<file path="src/rtl/adc_ctl_pkg.sv">
package adc_ctl_pkg;

  // control word field positions (decoded by software)
  localparam int F_CH_LO   = 24;
  localparam int F_CH_W    = 4;
  localparam int F_IE      = 21;
  localparam int F_REFSEL  = 19;
  localparam int F_FLAG    = 18;
  localparam int F_EN      = 17;
  localparam int F_SRST    = 16;
  localparam int F_CONV    = 14;
  localparam int F_DIV_LO  = 1;
  localparam int F_DIV_W   = 8;

  localparam int REG_W     = 32;
  localparam logic [REG_W-1:0] CON_RST_VAL = 32'h000C_0001;

  typedef enum logic [1:0] {
    SEL_NONE,
    SEL_CON,
    SEL_DATA
  } reg_sel_e;

endpackage

</file>
<file path="src/rtl/adc_chan_pick.sv">
module adc_chan_pick #(
  parameter int NCH   = 8,
  parameter int SMP_W = 32,
  parameter int CH_W  = 4
) (
  input  logic [NCH*SMP_W-1:0] chan_flat,
  input  logic [CH_W-1:0]      ch,
  output logic [SMP_W-1:0]     sample,
  output logic                 ok
);
  localparam int SEL_W = (NCH > 1) ? $clog2(NCH) : 1;

  logic [SMP_W-1:0] lane [NCH];

  for (genvar g = 0; g < NCH; g++) begin : g_lane
    assign lane[g] = chan_flat[g*SMP_W +: SMP_W];
  end

  assign ok     = (32'(ch) < NCH);
  assign sample = ok ? lane[ch[SEL_W-1:0]] : '0;

endmodule

</file>
<file path="src/rtl/adc_conv_timer.sv">
module adc_conv_timer #(
  parameter int PERIODS = 20,
  parameter int DIV_W   = 8
) (
  input  logic             clk,
  input  logic             rst_n,
  input  logic             start,
  input  logic             cancel,
  input  logic [DIV_W-1:0] div,
  output logic             done
);
  localparam int CNT_W = $clog2(PERIODS * 2 * (1 << DIV_W) + 1);
  localparam logic [CNT_W-1:0] STEP = CNT_W'(2 * PERIODS);

  logic             busy_q, busy_d;
  logic [CNT_W-1:0] cnt_q, cnt_d;
  logic [CNT_W-1:0] div_ext, load_val;

  assign div_ext  = CNT_W'(div) + CNT_W'(1);
  assign load_val = STEP * div_ext - CNT_W'(1);
  assign done     = busy_q && (cnt_q == '0);

  always_comb begin
    busy_d = busy_q;
    cnt_d  = cnt_q;
    if (cancel) begin
      busy_d = 1'b0;
    end else if (start) begin
      busy_d = 1'b1;
      cnt_d  = load_val;
    end else if (done) begin
      busy_d = 1'b0;
    end else if (busy_q) begin
      cnt_d  = cnt_q - CNT_W'(1);
    end
  end

  always_ff @(posedge clk or negedge rst_n) begin
    if (!rst_n) begin
      busy_q <= 1'b0;
      cnt_q  <= '0;
    end else begin
      busy_q <= busy_d;
      cnt_q  <= cnt_d;
    end
  end

endmodule

</file>
<file path="src/rtl/adc_ratio_div.sv">
module adc_ratio_div #(
  parameter int SMP_W    = 32,
  parameter int RES_BITS = 10
) (
  input  logic                clk,
  input  logic                rst_n,
  input  logic                start,
  input  logic [SMP_W-1:0]    num,
  input  logic [SMP_W-1:0]    den,
  output logic [RES_BITS-1:0] quo,
  output logic                ready
);
  localparam int CNT_W = $clog2(RES_BITS + 1);

  logic [SMP_W-1:0]    rem_q, rem_d;
  logic [RES_BITS-1:0] quo_q, quo_d;
  logic [CNT_W-1:0]    cnt_q, cnt_d;
  logic [SMP_W:0]      shifted, diff;
  logic                fits, saturate;

  assign shifted  = {rem_q, 1'b0};
  assign diff     = shifted - {1'b0, den};
  assign fits     = (shifted >= {1'b0, den});
  assign saturate = (den == '0) || (num >= den);
  assign quo      = quo_q;
  assign ready    = (cnt_q == '0);

  always_comb begin
    rem_d = rem_q;
    quo_d = quo_q;
    cnt_d = cnt_q;
    if (start) begin
      if (saturate) begin
        quo_d = '1;
        cnt_d = '0;
      end else begin
        rem_d = num;
        quo_d = '0;
        cnt_d = CNT_W'(RES_BITS);
      end
    end else if (!ready) begin
      rem_d = fits ? diff[SMP_W-1:0] : shifted[SMP_W-1:0];
      quo_d = {quo_q[RES_BITS-2:0], fits};
      cnt_d = cnt_q - CNT_W'(1);
    end
  end

  always_ff @(posedge clk or negedge rst_n) begin
    if (!rst_n) begin
      rem_q <= '0;
      quo_q <= '0;
      cnt_q <= '0;
    end else begin
      rem_q <= rem_d;
      quo_q <= quo_d;
      cnt_q <= cnt_d;
    end
  end

endmodule

</file>
<file path="src/rtl/adc_ctl_regs.sv">
module adc_ctl_regs
  import adc_ctl_pkg::*;
#(
  parameter int NCH          = 8,
  parameter int SMP_W        = 32,
  parameter int ADDR_W       = 12,
  parameter int RES_BITS     = 10,
  parameter int CONV_PERIODS = 20,
  parameter int INT_REF      = 2000000
) (
  input  logic                 clk,
  input  logic                 rst_n,
  input  logic                 bus_wr,
  input  logic [ADDR_W-1:0]    bus_addr,
  input  logic [REG_W-1:0]     bus_wdata,
  output logic [REG_W-1:0]     bus_rdata,
  input  logic [NCH*SMP_W-1:0] chan_flat,
  input  logic [SMP_W-1:0]     ext_ref,
  output logic                 irq
);
  localparam logic [ADDR_W-1:0] CON_OFS  = ADDR_W'(0);
  localparam logic [ADDR_W-1:0] DATA_OFS = ADDR_W'(4);

  // reset: asserted asynchronously, released on the clock
  logic rst_meta, rst_sn;
  always_ff @(posedge clk or negedge rst_n) begin
    if (!rst_n) begin
      rst_meta <= 1'b0;
      rst_sn   <= 1'b0;
    end else begin
      rst_meta <= 1'b1;
      rst_sn   <= rst_meta;
    end
  end

  // address decode
  reg_sel_e sel;
  always_comb begin
    if (bus_addr == CON_OFS)       sel = SEL_CON;
    else if (bus_addr == DATA_OFS) sel = SEL_DATA;
    else                           sel = SEL_NONE;
  end

  logic                wr_con;
  logic [REG_W-1:0]    con_q, con_d;
  logic [RES_BITS-1:0] res_q, res_d;
  logic                irq_q, irq_d;
  logic                chan_ok_q, chan_ok_d;
  logic                con_en, res_en;
  logic                start, cancel, fire;
  logic                tmr_done, div_ready;
  logic [SMP_W-1:0]    pick_sample, ref_val;
  logic                pick_ok;
  logic [RES_BITS-1:0] quo;

  assign wr_con = bus_wr && (sel == SEL_CON);

  adc_chan_pick #(
    .NCH   (NCH),
    .SMP_W (SMP_W),
    .CH_W  (F_CH_W)
  ) u_pick (
    .chan_flat (chan_flat),
    .ch        (bus_wdata[F_CH_LO +: F_CH_W]),
    .sample    (pick_sample),
    .ok        (pick_ok)
  );

  assign ref_val = bus_wdata[F_REFSEL] ? SMP_W'(INT_REF) : ext_ref;

  adc_conv_timer #(
    .PERIODS (CONV_PERIODS),
    .DIV_W   (F_DIV_W)
  ) u_timer (
    .clk    (clk),
    .rst_n  (rst_sn),
    .start  (start),
    .cancel (cancel),
    .div    (bus_wdata[F_DIV_LO +: F_DIV_W]),
    .done   (tmr_done)
  );

  adc_ratio_div #(
    .SMP_W    (SMP_W),
    .RES_BITS (RES_BITS)
  ) u_div (
    .clk   (clk),
    .rst_n (rst_sn),
    .start (start),
    .num   (pick_sample),
    .den   (ref_val),
    .quo   (quo),
    .ready (div_ready)
  );

  // next state: bus write first, completion applied on top
  always_comb begin
    con_d     = con_q;
    res_d     = res_q;
    irq_d     = irq_q;
    chan_ok_d = chan_ok_q;
    start     = 1'b0;
    cancel    = 1'b0;
    if (wr_con) begin
      if (bus_wdata[F_SRST]) begin
        con_d  = CON_RST_VAL;
        res_d  = '0;
        irq_d  = 1'b0;
        cancel = 1'b1;
      end else begin
        con_d = bus_wdata;
        if (bus_wdata[F_FLAG]) begin
          con_d[F_FLAG] = 1'b0;
          irq_d         = 1'b0;
        end else begin
          con_d[F_FLAG] = con_q[F_FLAG];
        end
        if (bus_wdata[F_EN]) begin
          if (bus_wdata[F_CONV] && !con_q[F_CONV]) start  = 1'b1;
          else if (!bus_wdata[F_CONV])             cancel = 1'b1;
        end
      end
    end
    if (start) chan_ok_d = pick_ok;
    fire = tmr_done && !start && !cancel;
    if (fire && chan_ok_q) begin
      con_d[F_CONV] = 1'b0;
      res_d         = quo;
      if (con_d[F_IE]) begin
        con_d[F_FLAG] = 1'b1;
        irq_d         = 1'b1;
      end
    end
  end

  assign con_en = wr_con || fire;
  assign res_en = wr_con || fire;

  always_ff @(posedge clk or negedge rst_sn) begin
    if (!rst_sn) begin
      con_q     <= CON_RST_VAL;
      res_q     <= '0;
      irq_q     <= 1'b0;
      chan_ok_q <= 1'b0;
    end else begin
      if (con_en) con_q <= con_d;
      if (res_en) res_q <= res_d;
      irq_q     <= irq_d;
      chan_ok_q <= chan_ok_d;
    end
  end

  assign irq = irq_q;

  always_comb begin
    case (sel)
      SEL_CON:  bus_rdata = con_q;
      SEL_DATA: bus_rdata = {{(REG_W-RES_BITS){1'b0}}, res_q};
      default:  bus_rdata = '0;
    endcase
  end

endmodule

</file>
<file path="config.mk">
export PLATFORM = sky130hd
export DESIGN_NAME = adc_ctl_regs
export DESIGN_NICKNAME = d
export VERILOG_FILES = /design/src/rtl/adc_ctl_pkg.sv /design/src/rtl/adc_chan_pick.sv /design/src/rtl/adc_conv_timer.sv /design/src/rtl/adc_ratio_div.sv /design/src/rtl/adc_ctl_regs.sv
export SDC_FILE = /design/constraint.sdc
export NUM_CORES = 1
export LEC_CHECK = 0
export CAP_MARGIN = 20
export CORE_ASPECT_RATIO = 1.2
export CORE_MARGIN = 5
export CORE_UTILIZATION = 30
export CTS_CLUSTER_DIAMETER = 50
export DETAILED_ROUTE_END_ITERATION = 16
export GPL_ROUTABILITY_DRIVEN = 1
export SYNTH_ARGS = -nofsm -noshare
export SYNTH_HDL_FRONTEND = slang
export SYNTH_SLANG_ARGS = --single-unit
</file>
<file path="constraint.sdc">
create_clock -name clk -period 6.8 [get_ports clk]
set_input_delay 1.36 -clock clk [delete_from_list [all_inputs] [get_ports clk]]
set_output_delay 1.36 -clock clk [all_outputs]
set_load 0.1 [all_outputs]
</file>
### Yosys cells after proc, flatten, opt, wreduce, memory -nomap -nowiden

Index checks and enable logic that the tools add are counted.

| storage, ports and cells | value |
|---|---|
| bits in latches | 0 |
| memories kept | 0 |
| output and inout bits | 33 |
| RAM bits | 0 |
| bits in read-only memories | 0 |
| register bits after elaboration | 107 |
| input bits | 335 |
| logic and storage cells | 102 |

| cells by class | value |
|---|---|
| eq/ne operators | 6 |
| reductions and logical operators | 24 |
| multipliers | 1 |
| shift-type cells | 0 |
| bitwise logic cells | 2 |
| add/subtract/negate cells | 5 |
| div/mod/pow operators | 0 |
| muxes and demuxes | 47 |
| order comparisons | 4 |

Operators by type and width:

| kind | count |
|---|---|
| 2-to-1 mux 32 bit | 9 |
| binary-select mux 32 bit (select 3 bit) | 1 |
| case mux 32 bit (2 select lines) | 1 |
| 2-to-1 mux 10 bit | 6 |
| 2-to-1 mux 14 bit | 3 |
| >= comparator 33 x 32 -> 1 bit | 1 |
| >= comparator 32 bit | 1 |
| logical NOT 32 bit | 1 |
| subtractor 32 bit | 1 |
| subtractor 14 x 1 -> 14 bit, second input constant | 2 |
| 2-to-1 mux 22 bit | 1 |
| 2-to-1 mux 1 bit | 21 |
| logical NOT 14 bit | 1 |
| multiplier 3 x 14 -> 11 bit, first input constant | 1 |
| == test 12 x 3 -> 1 bit, second input constant | 1 |
| logical NOT 12 bit | 1 |
| 2-to-1 mux 4 bit | 3 |
| adder 8 x 1 -> 9 bit, second input constant | 1 |
| logical AND 1 bit | 6 |
| != test 2 bit, second input constant | 3 |
| AND reduction 2 bit | 3 |
| AND reduction 3 bit | 2 |
| nonzero test 2 bit | 3 |
| >= comparator 4 bit, second input constant | 1 |
| other kinds (11) | 15 |

### Longest topological paths before layout

| logic depth | value |
|---|---|
| depth in word-level cells | 12 |
| gate-level depth with buffers | 17 |
| depth with buffers taken out | 14 |

### Hierarchy

Synthesis repeated with hierarchy kept, for this count alone.

| second synthesis, totals | value |
|---|---|
| cell total of the unflattened synthesis | 1,258 |
| area, all modules | 11,129.4 um^2 |

Modules (own cells, without submodules):

| module | area an instance (um^2) | instances | cells an instance | seq. area each (um^2) |
|---|---|---|---|---|
| adc_ratio_div | 4,952.2 | 1 | 636 | 1,151.1 |
| adc_ctl_regs | 2,556.2 | 1 | 291 | 1,129.8 |
| adc_chan_pick | 2,074.5 | 1 | 151 | 0.0 |
| adc_conv_timer | 1,546.5 | 1 | 180 | 375.4 |

### Worst setup path after synthesis

OpenSTA, ideal clock, no wires.

| path | value |
|---|---|
| path kind | in2reg |
| from | in bus_wdata[24] |
| to | reg u_div.rem_q[27] |
| required time | 6.674 ns |
| arrival | 4.988 ns |
| setup slack | 1.686 ns |
| library setup time | 0.126 ns |
| buffers on the path | 4 |
| cell stages on the path | 16 |
| path through | buf_2 buf_2 buf_2 mux4_2 mux2i_1 nor2_1 ha_1 nand3_1 nor4_1 nand2_1 o21ai_0 a2111oi_4 o311ai_2 buf_2 o22ai_1 a311o_1 |

| on the way | value |
|---|---|
| word-level cells in the longest chain between the ends | 9 |
| elaborated cells on any way between the ends | 12 |
| those cells by class | order compare (2); eq/ne (1); mux (6); bitwise (1); reduce/logical (2) |

RTL lines:

| item | RTL line | RTL |
|---|---|---|
| start, declared | adc_ctl_regs.sv:15 | `input logic [REG_W-1:0] bus_wdata,` |
| NOT 3 -> 4 bit (implied by the code) | adc_chan_pick.sv:20 | `assign sample = ok ? lane[ch[SEL_W-1:0]] : '0;` |
| binary-select mux 32 bit (select 3 bit) | adc_chan_pick.sv:20 |  |
| 2-to-1 mux 32 bit (implied by the code) (2 in series) | adc_chan_pick.sv:20 |  |
| 2-to-1 mux 32 bit (*) | adc_chan_pick.sv:20 |  |
| >= comparator 32 bit | adc_ratio_div.sv:24 | `assign saturate = (den == '0) \|\| (num >= den);` |
| logical OR 1 bit | adc_ratio_div.sv:24 |  |
| != test 2 bit (no source line) | n/a |  |
| AND reduction 2 bit (no source line) | n/a |  |
| end signal, assigned | adc_ratio_div.sv:54 | `rem_q <= rem_d;` |
| end, declared | adc_ratio_div.sv:15 | `logic [SMP_W-1:0] rem_q, rem_d;` |

Mark *: on every way between the ends. The rest lies on a longest branch, timed or not. The select of a mux whose other input is x is not followed.
A chain may end at the register's enable or synchronous reset.

### Final worst setup path

| path | value |
|---|---|
| from | in bus_addr[1] |
| to | out bus_rdata[0] |

| on the way | value |
|---|---|
| word-level cells in the longest chain between the ends | 5 |
| elaborated cells on any way between the ends | 7 |
| those cells by class | eq/ne (3); mux (3); reduce/logical (1) |

RTL lines:

| item | RTL line | RTL |
|---|---|---|
| start, declared | adc_ctl_regs.sv:14 | `input logic [ADDR_W-1:0] bus_addr,` |
| == test 12 x 3 -> 1 bit | adc_ctl_regs.sv:40 | `else if (bus_addr == DATA_OFS) sel = SEL_DATA;` |
| 2-to-1 mux 2 bit | adc_ctl_regs.sv:40 |  |
| 2-to-1 mux 2 bit (*) | adc_ctl_regs.sv:39 | `if (bus_addr == CON_OFS) sel = SEL_CON;` |
| == test 2 bit or == test 2 x 1 -> 1 bit (tied branches) | adc_ctl_regs.sv:156 | `case (sel)` |
| case mux 32 bit (2 select lines) (*) | adc_ctl_regs.sv:156 |  |
| end, declared | adc_ctl_regs.sv:16 | `output logic [REG_W-1:0] bus_rdata,` |

Mark *: on every way between the ends. The rest lies on a longest branch, timed or not.

==> reports/metrics.csv <==
stage,metric,value,unit
die,die_w,182,um
clock_network,clockBufferDepth,2,
layout,fin_nets,1959,
pwr,powerDensity,262,nW/um2
die,rows,75,
sta,finClkSkew,0.0109,ns
worst_setup_path,worst-path-max-fanout,14,
worst_setup_path,path_cells,"clkdlybuf4s50_1, nor4_1, nand3_1, nor2_1, clkdlybuf4s50_1",
layout,seq_area,2660,um2
global_route,track_usage,0.211,
global_route,grt_first_pass_wirelength,65.5,mm
pwr,p_total,3.95,mW
place,gp_congestion,0.920,
global_route,grt_overflow,0,
sta,max_slew_margin,0.337,
clock_network,post_cts_buffers,0,
sta,slew_violations,0,
logic_synthesis,synth_nets,1632,
sta,fin_crit_sh,0.808,
layout,fillers,3480,
die,ios,368,
detailed_routing,wl_per_cell,21.5,um
clock_network,clock-sinks,106,
logic_synthesis,syn_inst,1215,
run_status,status,finished clean,
pwr,ir_drop,167,uV
logic_synthesis,yosys_warnings,0,
global_route,antenna_found_initial,1,
detailed_routing,num_vias,10779,
place,io_buffers,366,
sta,hold_viol,0,
sta,max_freq,182,MHz
worst_setup_path,critPathLaunchType,primary input,
clock_network,cts_tree,yes,
logic_synthesis,ys_ff_latch,106,
sta,period_minus_slack,5.49,ns
clock_network,clk_latency,0.37,ns
logic_synthesis,syn_area,10700,um2
pwr,p_leak,6.08,nW
clock_network,path_clk_slew,0.09,ns
worst_setup_path,crit_type,primary input to primary output,
detailed_routing,drtIter0Drc,803,
sta,rsz0062_at_grt,false,
logic_synthesis,ys_types,71,
die,die-area,39600,um2
flow_run,cap_viol_max_count,0,
worst_setup_path,cp.arrival,4.13,ns
layout,syn_to_final_growth,40.8,%
logic_synthesis,synth_edf_count,0,
layout,drive_gt1_frac,0.0995,
clock_network,htreeDepth,3,
logic_synthesis,synth_compound_area_frac,0.187,
layout,most-common-layout-cells,"342 x clkdlybuf4s50_1, 130 x nor2_1, 105 x nand2_1",
global_route,grt_max_degree,63,
sta,tightest_slew,0.991,ns
detailed_routing,routed_via_density,5.36,
die,core_area,35100,um2
logic_synthesis,synth_fa_ha_area_frac,0.0972,
logic_synthesis,synth_ff_type,dfrtp_1,
clock_network,hold_buffers,0,
worst_setup_path,crit_required,5.44,ns
worst_setup_path,crit_top_cell,clkdlybuf4s50_1,
die,initial_core_util,0.305,
global_route,grt_pass1_vias,11169,
logic_synthesis,ys_seq_area_frac,0.248,
logic_synthesis,synth_top_family_by_area,simple AND/OR/NAND/NOR gates,
sta,finalSetupViolCount,0,
clock_network,numCtsBuffers,9,
worst_setup_path,max_stage_delay,1.16,ns
logic_synthesis,synthMuxAreaShare,0.185,
layout,multi_input_area,7640,um2
detailed_routing,drt_first_pass_iters,5,
clock_network,ctsResizeCount,0,
worst_setup_path,cp_slowest_cell,clkdlybuf4s50_1,
worst_setup_path,cp-end-kind,primary output,
die,die_h,217,um
logic_synthesis,synth-async-reset-ratio,1.00,
detailed_routing,drc,0,
clock_network,clock-root-buffer,clkbuf_16,
logic_synthesis,synth_xor_area_frac,0.0409,
layout,layout_commonest_cell,clkdlybuf4s50_1,
min_path,hold_path_class,register to async pin,
logic_synthesis,syn_avg_cell_area,8.82,um2
detailed_routing,totalWireLength,43.2,mm
logic_synthesis,yosys.area_share.simple,0.201,
place,hpwlAfterDp,36.0,mm
sta,setup_tns,0,ns
detailed_routing,postRouteAntennaNets,0,
==> worst max-delay path, delay by kind of cell <==
| family | cells | cell delay (ns) |
|---|---|---|
| buffers and inverters | 2 | 1.55 |
| and+or+nand+nor | 3 | 1.21 |
==> layer usage <==
layer | GRT usage | up-vias | part of all wire | wire length [um]
met5 | 0 | - | 0 | 0
met4 | 0.0921 | 0 | 0.049 | 2100
met3 | 0.0401 | 85 | 0.057 | 2470
met2 | 0.375 | 436 | 0.50 | 21400
met1 | 0.247 | 5129 | 0.40 | 17200
li1 | - | 5129 | - | -
==> per-stage QoR <==
stage | area [um2] | instances | hold slack, ns | util | setup WS [ns]
2_1_floorplan | 10700 | 1215 | 0.331 | - | 1.69
4_1_cts | 15100 | 2009 | 0.361 | 0.429 | 1.25
6_report | 15100 | 2011 | 0.352 | 0.430 | 1.31
5_1_grt | 15100 | 2009 | 0.362 | 0.429 | 1.07
3_3_place_gp | 14800 | 1993 | 0.337 | 0.420 | 1.08
3_5_place_dp | 14800 | 1993 | 0.340 | 0.420 | 1.00
==> cell usage after synthesis, types with 24 or more instances <==
cell | n | share of area
a21o_1 | 24 | 0.017
a21oi_1 | 89 | 0.042
clkbuf_1 | 49 | 0.017
dfrtp_1 | 103 | 0.24
ha_1 | 80 | 0.093
mux2i_1 | 53 | 0.050
mux4_2 | 64 | 0.13
nand2_1 | 105 | 0.037
nand2b_1 | 68 | 0.040
nor2_1 | 130 | 0.046
nor3_1 | 35 | 0.016
o21ai_0 | 86 | 0.040
xnor2_1 | 30 | 0.025
==> path summary, 6_finish.rpt <==
kind                                                   from                            to  slack, ns  cells after the start
worst min register to register             rst_sn$_DFF_PN0_         con_q[22]$_DFFE_PN0P_       0.35                      0
worst max register to register  u_div.rem_q[11]$_DFFE_PN0P_   u_div.rem_q[26]$_DFFE_PN0P_       3.20                     10
max in group asynchronous                  rst_sn$_DFF_PN0_  u_timer.cnt_q[3]$_DFFE_PN0P_       5.18                      1
worst min-delay path                       rst_sn$_DFF_PN0_         con_q[22]$_DFFE_PN0P_       0.35                      0
min in group clk                         rst_meta$_DFF_PN0_              rst_sn$_DFF_PN0_       0.36                      0
worst max-delay path                            bus_addr[1]                  bus_rdata[0]       1.31                      5
==> state kept, by name (all words and copies together) (netlist names) <==
name            cells
u_div.rem_q        32
con_q              31
u_timer.cnt_q      14
res_q              10
u_div.quo          10
u_div.cnt_q         4
chan_ok_q           1
irq                 1
rst_meta            1
rst_sn              1
u_timer.busy_q      1
==> final cells by class <==
type,count,area share
well taps,462,0.0383
clock buffers,9,0.0149
repair buffers,390,0.251
multi-input cells,1012,0.507
flip-flops and latches,106,0.176
inverters,23,0.00573
diodes,2,0.000332
clock inverters,7,0.00606
==> logic make-up after synthesis <==
kind of cell             Yosys count
AND/OR/NAND/NOR                  444
AO/OA/AOI/OAI                    316
multiplexers                     118
flip-flops                       106
buffers and inverters             97
adder cells (fa/ha/maj)           82
XOR/XNOR                          50
other                              2
==> power breakdown <==
group / switching (mW) / internal (mW) / leakage [nW]
clock: 0.293 / 0.267 / 0.152
sequential: 0.180 / 0.818 / 1.32
combinational: 1.31 / 1.08 / 4.61
total: 1.78 / 2.17 / 6.08
Power figures use the tool's default switching activity.
